<file path="src/rtl/fp23_pkg.sv">
package fp23_pkg;

  // Load strobes sent from the control path to the datapath stages
  typedef struct packed {
    logic ld1;  // capture sign and magnitude
    logic ld2;  // capture leading-one position
    logic ld3;  // capture packed result
  } i2fStrobe_t;

  localparam int PIPE_DEPTH = 3;

endpackage

</file>
<file path="src/rtl/i2f_ctrl.sv">
module i2f_ctrl
  import fp23_pkg::*;
(
  input  logic       clk,
  input  logic       rst,
  input  logic       inValid,
  output i2fStrobe_t strobe,
  output logic       outValid
);

  logic [PIPE_DEPTH-1:0] vPipe;

  always_ff @(posedge clk) begin
    if (rst) vPipe <= '0;
    else     vPipe <= {vPipe[PIPE_DEPTH-2:0], inValid};
  end

  always_comb begin
    strobe.ld1 = inValid;
    strobe.ld2 = vPipe[0];
    strobe.ld3 = vPipe[1];
  end

  assign outValid = vPipe[PIPE_DEPTH-1];


  latency_chk: assert property (@(posedge clk) disable iff (rst)
    inValid |-> ##3 outValid);

endmodule

</file>
<file path="src/rtl/i2f_datapath.sv">
module i2f_datapath
  import fp23_pkg::*;
#(
  parameter int IN_W  = 16,
  parameter int EXP_W = 6,
  parameter int MAN_W = 16,
  parameter int BIAS  = 31
) (
  input  logic                       clk,
  input  logic                       rst,
  input  i2fStrobe_t                 strobe,
  input  logic [IN_W-1:0]            inData,
  output logic [EXP_W+MAN_W:0]       outWord
);

  localparam int POS_W = $clog2(IN_W);
  localparam int PAD   = MAN_W - IN_W + 1;
  localparam int OUT_W = EXP_W + 1 + MAN_W;

  // Stage 1: sign and magnitude
  logic            s1Sign;
  logic [IN_W-1:0] s1Mag;

  always_ff @(posedge clk) begin
    if (rst) begin
      s1Sign <= 1'b0;
      s1Mag  <= '0;
    end else if (strobe.ld1) begin
      s1Sign <= inData[IN_W-1];
      s1Mag  <= inData[IN_W-1] ? (~inData + 1'b1) : inData;
    end
  end

  // Stage 2: leading-one search
  logic [POS_W-1:0] lodPos;
  logic             lodZero;

  always_comb begin
    lodPos = '0;
    for (int i = 0; i < IN_W; i++) begin
      if (s1Mag[i]) lodPos = POS_W'(i);
    end
    lodZero = (s1Mag == '0);
  end

  logic             s2Sign;
  logic             s2Zero;
  logic [POS_W-1:0] s2Pos;
  logic [IN_W-1:0]  s2Mag;

  always_ff @(posedge clk) begin
    if (rst) begin
      s2Sign <= 1'b0;
      s2Zero <= 1'b1;
      s2Pos  <= '0;
      s2Mag  <= '0;
    end else if (strobe.ld2) begin
      s2Sign <= s1Sign;
      s2Zero <= lodZero;
      s2Pos  <= lodPos;
      s2Mag  <= s1Mag;
    end
  end

  // Stage 3: normalise and pack
  logic [POS_W-1:0] shiftAmt;
  logic [IN_W-1:0]  normMag;
  logic [MAN_W-1:0] manNext;
  logic [EXP_W-1:0] expNext;
  logic [OUT_W-1:0] wordNext;

  always_comb begin
    shiftAmt = POS_W'(IN_W - 1) - s2Pos;
    normMag  = s2Mag << shiftAmt;
    manNext  = {normMag[IN_W-2:0], {PAD{1'b0}}};
    expNext  = EXP_W'(BIAS) + EXP_W'(s2Pos);
    wordNext = s2Zero ? '0 : {expNext, s2Sign, manNext};
  end

  always_ff @(posedge clk) begin
    if (rst)             outWord <= '0;
    else if (strobe.ld3) outWord <= wordNext;
  end


  zero_word_chk: assert property (@(posedge clk) disable iff (rst)
    (outWord[OUT_W-1 -: EXP_W] == '0) |-> (outWord == '0));


  exp_range_chk: assert property (@(posedge clk) disable iff (rst)
    (outWord[OUT_W-1 -: EXP_W] != '0) |->
      (outWord[OUT_W-1 -: EXP_W] >= EXP_W'(BIAS) &&
       outWord[OUT_W-1 -: EXP_W] <= EXP_W'(BIAS + IN_W - 1)));


  sign_nonzero_chk: assert property (@(posedge clk) disable iff (rst)
    outWord[MAN_W] |-> (outWord[OUT_W-1 -: EXP_W] != '0));


  man_pad_chk: assert property (@(posedge clk) disable iff (rst)
    outWord[PAD-1:0] == '0);

endmodule

</file>
<file path="src/rtl/int2fp23.sv">
module int2fp23
  import fp23_pkg::*;
#(
  parameter int IN_W  = 16,
  parameter int EXP_W = 6,
  parameter int MAN_W = 16,
  parameter int BIAS  = 31
) (
  input  logic                   clk,
  input  logic                   rst,
  input  logic                   inValid,
  input  logic [IN_W-1:0]        inData,
  output logic                   outValid,
  output logic [EXP_W+MAN_W:0]   outWord
);

  i2fStrobe_t strobe;

  i2f_ctrl u_ctrl (
    .clk      (clk),
    .rst      (rst),
    .inValid  (inValid),
    .strobe   (strobe),
    .outValid (outValid)
  );

  i2f_datapath #(
    .IN_W  (IN_W),
    .EXP_W (EXP_W),
    .MAN_W (MAN_W),
    .BIAS  (BIAS)
  ) u_dp (
    .clk     (clk),
    .rst     (rst),
    .strobe  (strobe),
    .inData  (inData),
    .outWord (outWord)
  );


  hold_idle_chk: assert property (@(posedge clk) disable iff (rst)
    !outValid |-> $stable(outWord));

endmodule

</file>
<file path="config.mk">
export PLATFORM = sky130hd
export DESIGN_NAME = int2fp23
export DESIGN_NICKNAME = d
export VERILOG_FILES = /design/src/rtl/fp23_pkg.sv /design/src/rtl/i2f_ctrl.sv /design/src/rtl/i2f_datapath.sv /design/src/rtl/int2fp23.sv
export SDC_FILE = /design/constraint.sdc
export NUM_CORES = 1
export LEC_CHECK = 0
export BUFFER_PORTS_ARGS = -buffer_cell sky130_fd_sc_hd__buf_2
export CAP_MARGIN = 20
export CORE_AREA = 2 2 104 66
export CTS_CLUSTER_DIAMETER = 150
export CTS_CLUSTER_SIZE = 24
export DETAILED_ROUTE_END_ITERATION = 6
export DIE_AREA = 0 0 106 68
export PLACE_DENSITY = 0.74
export SLEW_MARGIN = 20
export SYNTH_ARGS = -nofsm -noshare
export SYNTH_HDL_FRONTEND = slang
export SYNTH_SLANG_ARGS = --single-unit
</file>
<file path="constraint.sdc">
create_clock -name clk -period 2.07 [get_ports clk]
set_clock_uncertainty 0.2 [all_clocks]
set_input_delay 0.207 -clock clk [delete_from_list [all_inputs] [get_ports clk]]
set_output_delay 0.207 -clock clk [all_outputs]
set_load 0.02 [all_outputs]
</file>
# Word-level counts from Yosys, hierarchy flattened
# Cells that the tools add are included.
# W data, S select, Z words.
[classes]
n_reduce_logical = 1
shifts = 1
add_sub_neg = 3
muxes = 17
bitwise = 1
[op_table]
columns = ["operator", "n"]
rows = [
  ["$mux W4", 8],
  ["$mux W23", 1],
  ["$add A16 B1 Y16 const B", 1],
  ["$logic_not A16 Y1", 1],
  ["$mux W16", 1],
  ["$not A16 Y16", 1],
  ["$shl A16 B4 Y15", 1],
  ["$mux W3", 4],
  ["$add A5 B4 Y6 const A", 1],
  ["$mux W2", 2],
  ["$sub A4 B4 Y4 const A", 1],
  ["$mux W1", 1],
]
[totals]
ff_bits = 65
output_inout_bits = 24
word_cells = 31
input_bits = 19

# Longest topological paths before layout
[depth]
word_depth = 15
depth_mapped = 8
depth_no_buf = 7

# By module
# From an unflattened synthesis, not the netlist that was laid out.
[hier_totals]
cells_unflattened = 356
area_unflattened_um2 = 3138.0
[modules_own_cells]
columns = ["module", "instances", "cells_per_inst", "seq_area_each_um2", "area_per_inst_um2"]
rows = [
  ["i2f_datapath", 1, 349, 1201.2, 3051.7],
  ["i2f_ctrl", 1, 7, 60.1, 86.3],
]

# Worst setup path before layout
# No wires, ideal clock.
[synth_path]
kind = "input to register"
startpoint = "input inData[4]"
endpoint = "register u_dp.s1Mag[11]"
setup_time_ps = 117
arrival_time_ps = 1866
required_ps = 1753
n_path_buf = 1
path_slack_ps = -113
stages = 6
cell_sequence = "or4_1 > buf_2 > or3_4 > nor2_1 > mux2_2 > a22o_1"
[synth_via]
elab_chain_cells = 3
[synth_lines]
columns = ["element", "line_no", "text"]
rows = [
  ["start: declaration", "int2fp23.sv:12", "input logic [IN_W-1:0] inData,"],
  ["$not A16 Y16", "i2f_datapath.sv:30", "s1Mag <= inData[IN_W-1] ? (~inData + 1'b1) : inData;"],
  ["$add A16 B1 Y16", "i2f_datapath.sv:30", ""],
  ["$mux W16", "i2f_datapath.sv:30", ""],
  ["end signal: assignment", "i2f_datapath.sv:30", ""],
  ["end: declaration", "i2f_datapath.sv:22", "logic [IN_W-1:0] s1Mag;"],
]
# Every way passes these cells.
# A chain may end at the register's enable or synchronous reset.

# Worst setup path in the final report
[layout_path]
startpoint = "register u_dp.s2Pos[1]"
endpoint = "register u_dp.outWord[12]"
[layout_via]
elab_chain_cells = 3
[layout_lines]
columns = ["element", "line_no", "text"]
rows = [
  ["start: declaration", "i2f_datapath.sv:48", "logic [POS_W-1:0] s2Pos;"],
  ["start signal: assignment", "i2f_datapath.sv:60", "s2Pos <= lodPos;"],
  ["$sub A4 B4 Y4", "i2f_datapath.sv:73", "shiftAmt = POS_W'(IN_W - 1) - s2Pos;"],
  ["$shl A16 B4 Y15", "i2f_datapath.sv:74", "normMag = s2Mag << shiftAmt;"],
  ["$mux W23", "i2f_datapath.sv:77", "wordNext = s2Zero ? '0 : {expNext, s2Sign, manNext};"],
  ["end signal: assignment", "i2f_datapath.sv:82", "else if (strobe.ld3) outWord <= wordNext;"],
  ["end: declaration", "i2f_datapath.sv:13", "output logic [EXP_W+MAN_W:0] outWord"],
]
# Every way passes these cells.

==> results.md <==
- Status: finished clean
- TritonRoute pass-1 iters: 4
- Worst EP arrival: 2050 ps
- Largest net degree at the start of global routing: 29
- Register area: 1260 sq um
- Kind of critical path: reg -> reg
- CTS buffer count: 9
- Data required, critical path: 2090 ps
- Vias: 2746
- I/O Buffers: 41
- Crit. End Element: flop
- GRT overflow: 0
- Share of the synthesized area in the top cell type: 0.402
- Register area share after synthesis: 0.402
- CP Max Fanout: 3
- Area of the multi-input gates: 1730 sq um
- Peak Freq: 493 MHz
- Worst skew pair latency: 350 ps
- Clock tree buffer depth: 2
- Post-synth top area cell: dfxtp_1
- Hold_ws: 17.9 ps
- Die width: 106 um
- Nets: 427
- Number of vias per cell: 5.51
- Syn_nets: 375
- Number of cell rows: 23
- Initial antenna violation count: 0
- Most used DFF post-synth: dfxtp_1
- CTS root buf: clkbuf_8
- Hold WC Path Type: in -> reg
- Reg clk slew, reported paths: 70 ps
- Die area: 7210 sq um
- Hpwl dp: 5.49 mm
- Post-route antenna net violation count: 0
- Share of layout cells above drive strength 1: 0.234
- GP Congestion: 0.902
- Number of global-route vias before repair: 2492
- # IOs: 43
- Avg Cell Area, Syn: 8.86 sq um
- Chip height: 68 um
- #FFs+latches synth: 63
- Netlist cell types: 53
- Cells after Synth: 354
- Effective utilization at floorplan: 0.493
- Final setup fails: 0
- Async SR Flop Fraction: 0
- Fin. Hold Viols: 0
- DRC viols: 0
- Routed wire length: 7.50 mm
- Ys Warns: 0
- Max-slew violation count: 0
- Post-synth EDFFs: 0
- Worst-margin pin slew: 689 ps
- First-pass GRT wire length: 12.4 mm
- Pwr Total: 2650 uW
- Final core area utilization: 0.589
- Htree depth: 3
- Wirelength per Cell: 15.1 um
- Leading cell type in the layout, fill and taps excluded: dfxtp_1
- RSZ-0062 raised after global routing: no
- Post-Place Cells: 480
- Peak supply drop: 0.530 mV
- Min Tclk post-route: 2030 ps
- Synth-to-Final Area Change: 19.4%
- Slew margin rel.: 0.536
- Core area: 6360 sq um
- Ranking of synthesized cells by area: dfxtp_1 40%, mux2i_1 11%, nor2_1 7.3%
- CTS tree: done
- Tcrit/Tclk final: 0.980
- FILL cells: 581
- Pwr/cell area: 708 nW/um^2
- Antenna cell count: 0
- Leakage Power: 0.00149 uW
- Fin cells: 498
- CTS Sinks: 63
- 1st-iter DRT viols: 231
- Post-CTS setup buffers: 0
- Netlist Area Pre-Place: 3140 sq um
- Crit path launch type: flop
- Max-cap violation count: 0
- GRT Total Usage: 0.224
- Commonest non-fill, non-tap cells in the layout: 63 x dfxtp_1, 60 x nor2_1, 41 x buf_2
[cells in the mapped netlist (4+ instances only)]
master,count
o22ai_1,6
nor3_1,6
inv_1,13
a22oi_1,9
nand3_1,5
xor2_1,11
o31ai_1,5
a211oi_1,17
a21oi_1,18
mux2i_1,35
or4_1,4
o21ai_0,5
nand2_1,11
dfxtp_1,63
nor2b_1,4
clkbuf_1,19
mux4_2,4
nand2b_1,4
nor2_1,61
[layout make-up]
class / instances / share of cell area
Clock buffer: 9 / 0.0331
Clock inverter: 7 / 0.0130
Inverter: 15 / 0.0150
Multi-Input combinational cell: 250 / 0.461
Sequential cell: 63 / 0.337
Tap cell: 87 / 0.0291
Timing Repair Buffer: 67 / 0.112
[cell families (layout without fill, tap and decap cells)]
| group | after synthesis | count (layout) | share of synthesized area |
|---|---|---|---|
| buf+inv | 41 | 98 | 0.0515 |
| fa+ha+maj | 2 | 2 | 0.00798 |
| xor+xnor | 14 | 14 | 0.0391 |
| simple gates | 109 | 109 | 0.163 |
| mux | 42 | 42 | 0.151 |
| flops | 63 | 63 | 0.402 |
| compound gates | 82 | 82 | 0.184 |
| other cells | 1 | 1 | 0.00120 |
[metal layers]
metal	vias up	global-route usage	share of wire
met4	0	0.0493	0.0053
met3	5	0.0771	0.068
li1	1383	-	-
met5	-	0	0
met2	79	0.311	0.41
met1	1279	0.331	0.52
[power by group]
part           total, uW  leakage [uW]  switching [uW]  internal [uW]
Sequential          1320      0.000514            62.1           1260
Combinational        383      0.000888             208            175
Clock                949     0.0000894             514            435
Total               2650       0.00149             783           1870
[what timing repair did]
| item | 4_1_cts | 5_1_grt |
|---|---|---|
| hold buffers | 2 | 0 |
| gates resized for setup | 0 | 1 |
| endpoints found under the setup margin | 0 | 1 |
| hold endpoints to repair | 2 | 0 |
[path summary, 6_finish.rpt]
check / from / to / slack [ps] / cells after the start
worst max-delay path: u_dp.s2Pos[1]$_SDFFE_PP0P_ / u_dp.outWord[12]$_SDFFE_PP0P_ / 40 / 4
worst min-delay path: inData[14] / u_dp.s1Mag[14]$_SDFFE_PP0P_ / 20 / 3
worst max register to register: u_dp.s2Pos[1]$_SDFFE_PP0P_ / u_dp.outWord[12]$_SDFFE_PP0P_ / 40 / 4
worst min register to register: u_dp.s1Sign$_SDFFE_PP0P_ / u_dp.s1Sign$_SDFFE_PP0P_ / 280 / 2
[state kept, by name (all words and copies together) (netlist names)]
name and flops:
u_dp.s1Sign 1, u_dp.s2Pos 4, u_dp.s1Mag 16, u_ctrl.vPipe 3
u_dp.s2Mag 15, u_dp.s2Zero 1, u_dp.outWord 22, u_dp.s2Sign 1
[per-stage QoR]
| step | setup TNS [ps] | worst slack (ps) | area (sq um) |
|---|---|---|---|
| after floorplan | -195 | -92.0 | 3140 |
| after global placement | -575 | -174 | 3540 |
| after detailed placement | -774 | -225 | 3540 |
| after CTS | 0 | 116 | 3740 |
| after global routing | 0 | 16.4 | 3740 |
| final | 0 | 41.9 | 3740 |
[critical path, stage by stage (launching register included)]
cell and delay [ps]:
dfxtp_1 410, mux2_2 370, o21ai_0 560, a2bb2oi_1 260
o22ai_1 100
No activity file was read; power rests on OpenSTA's default activity.
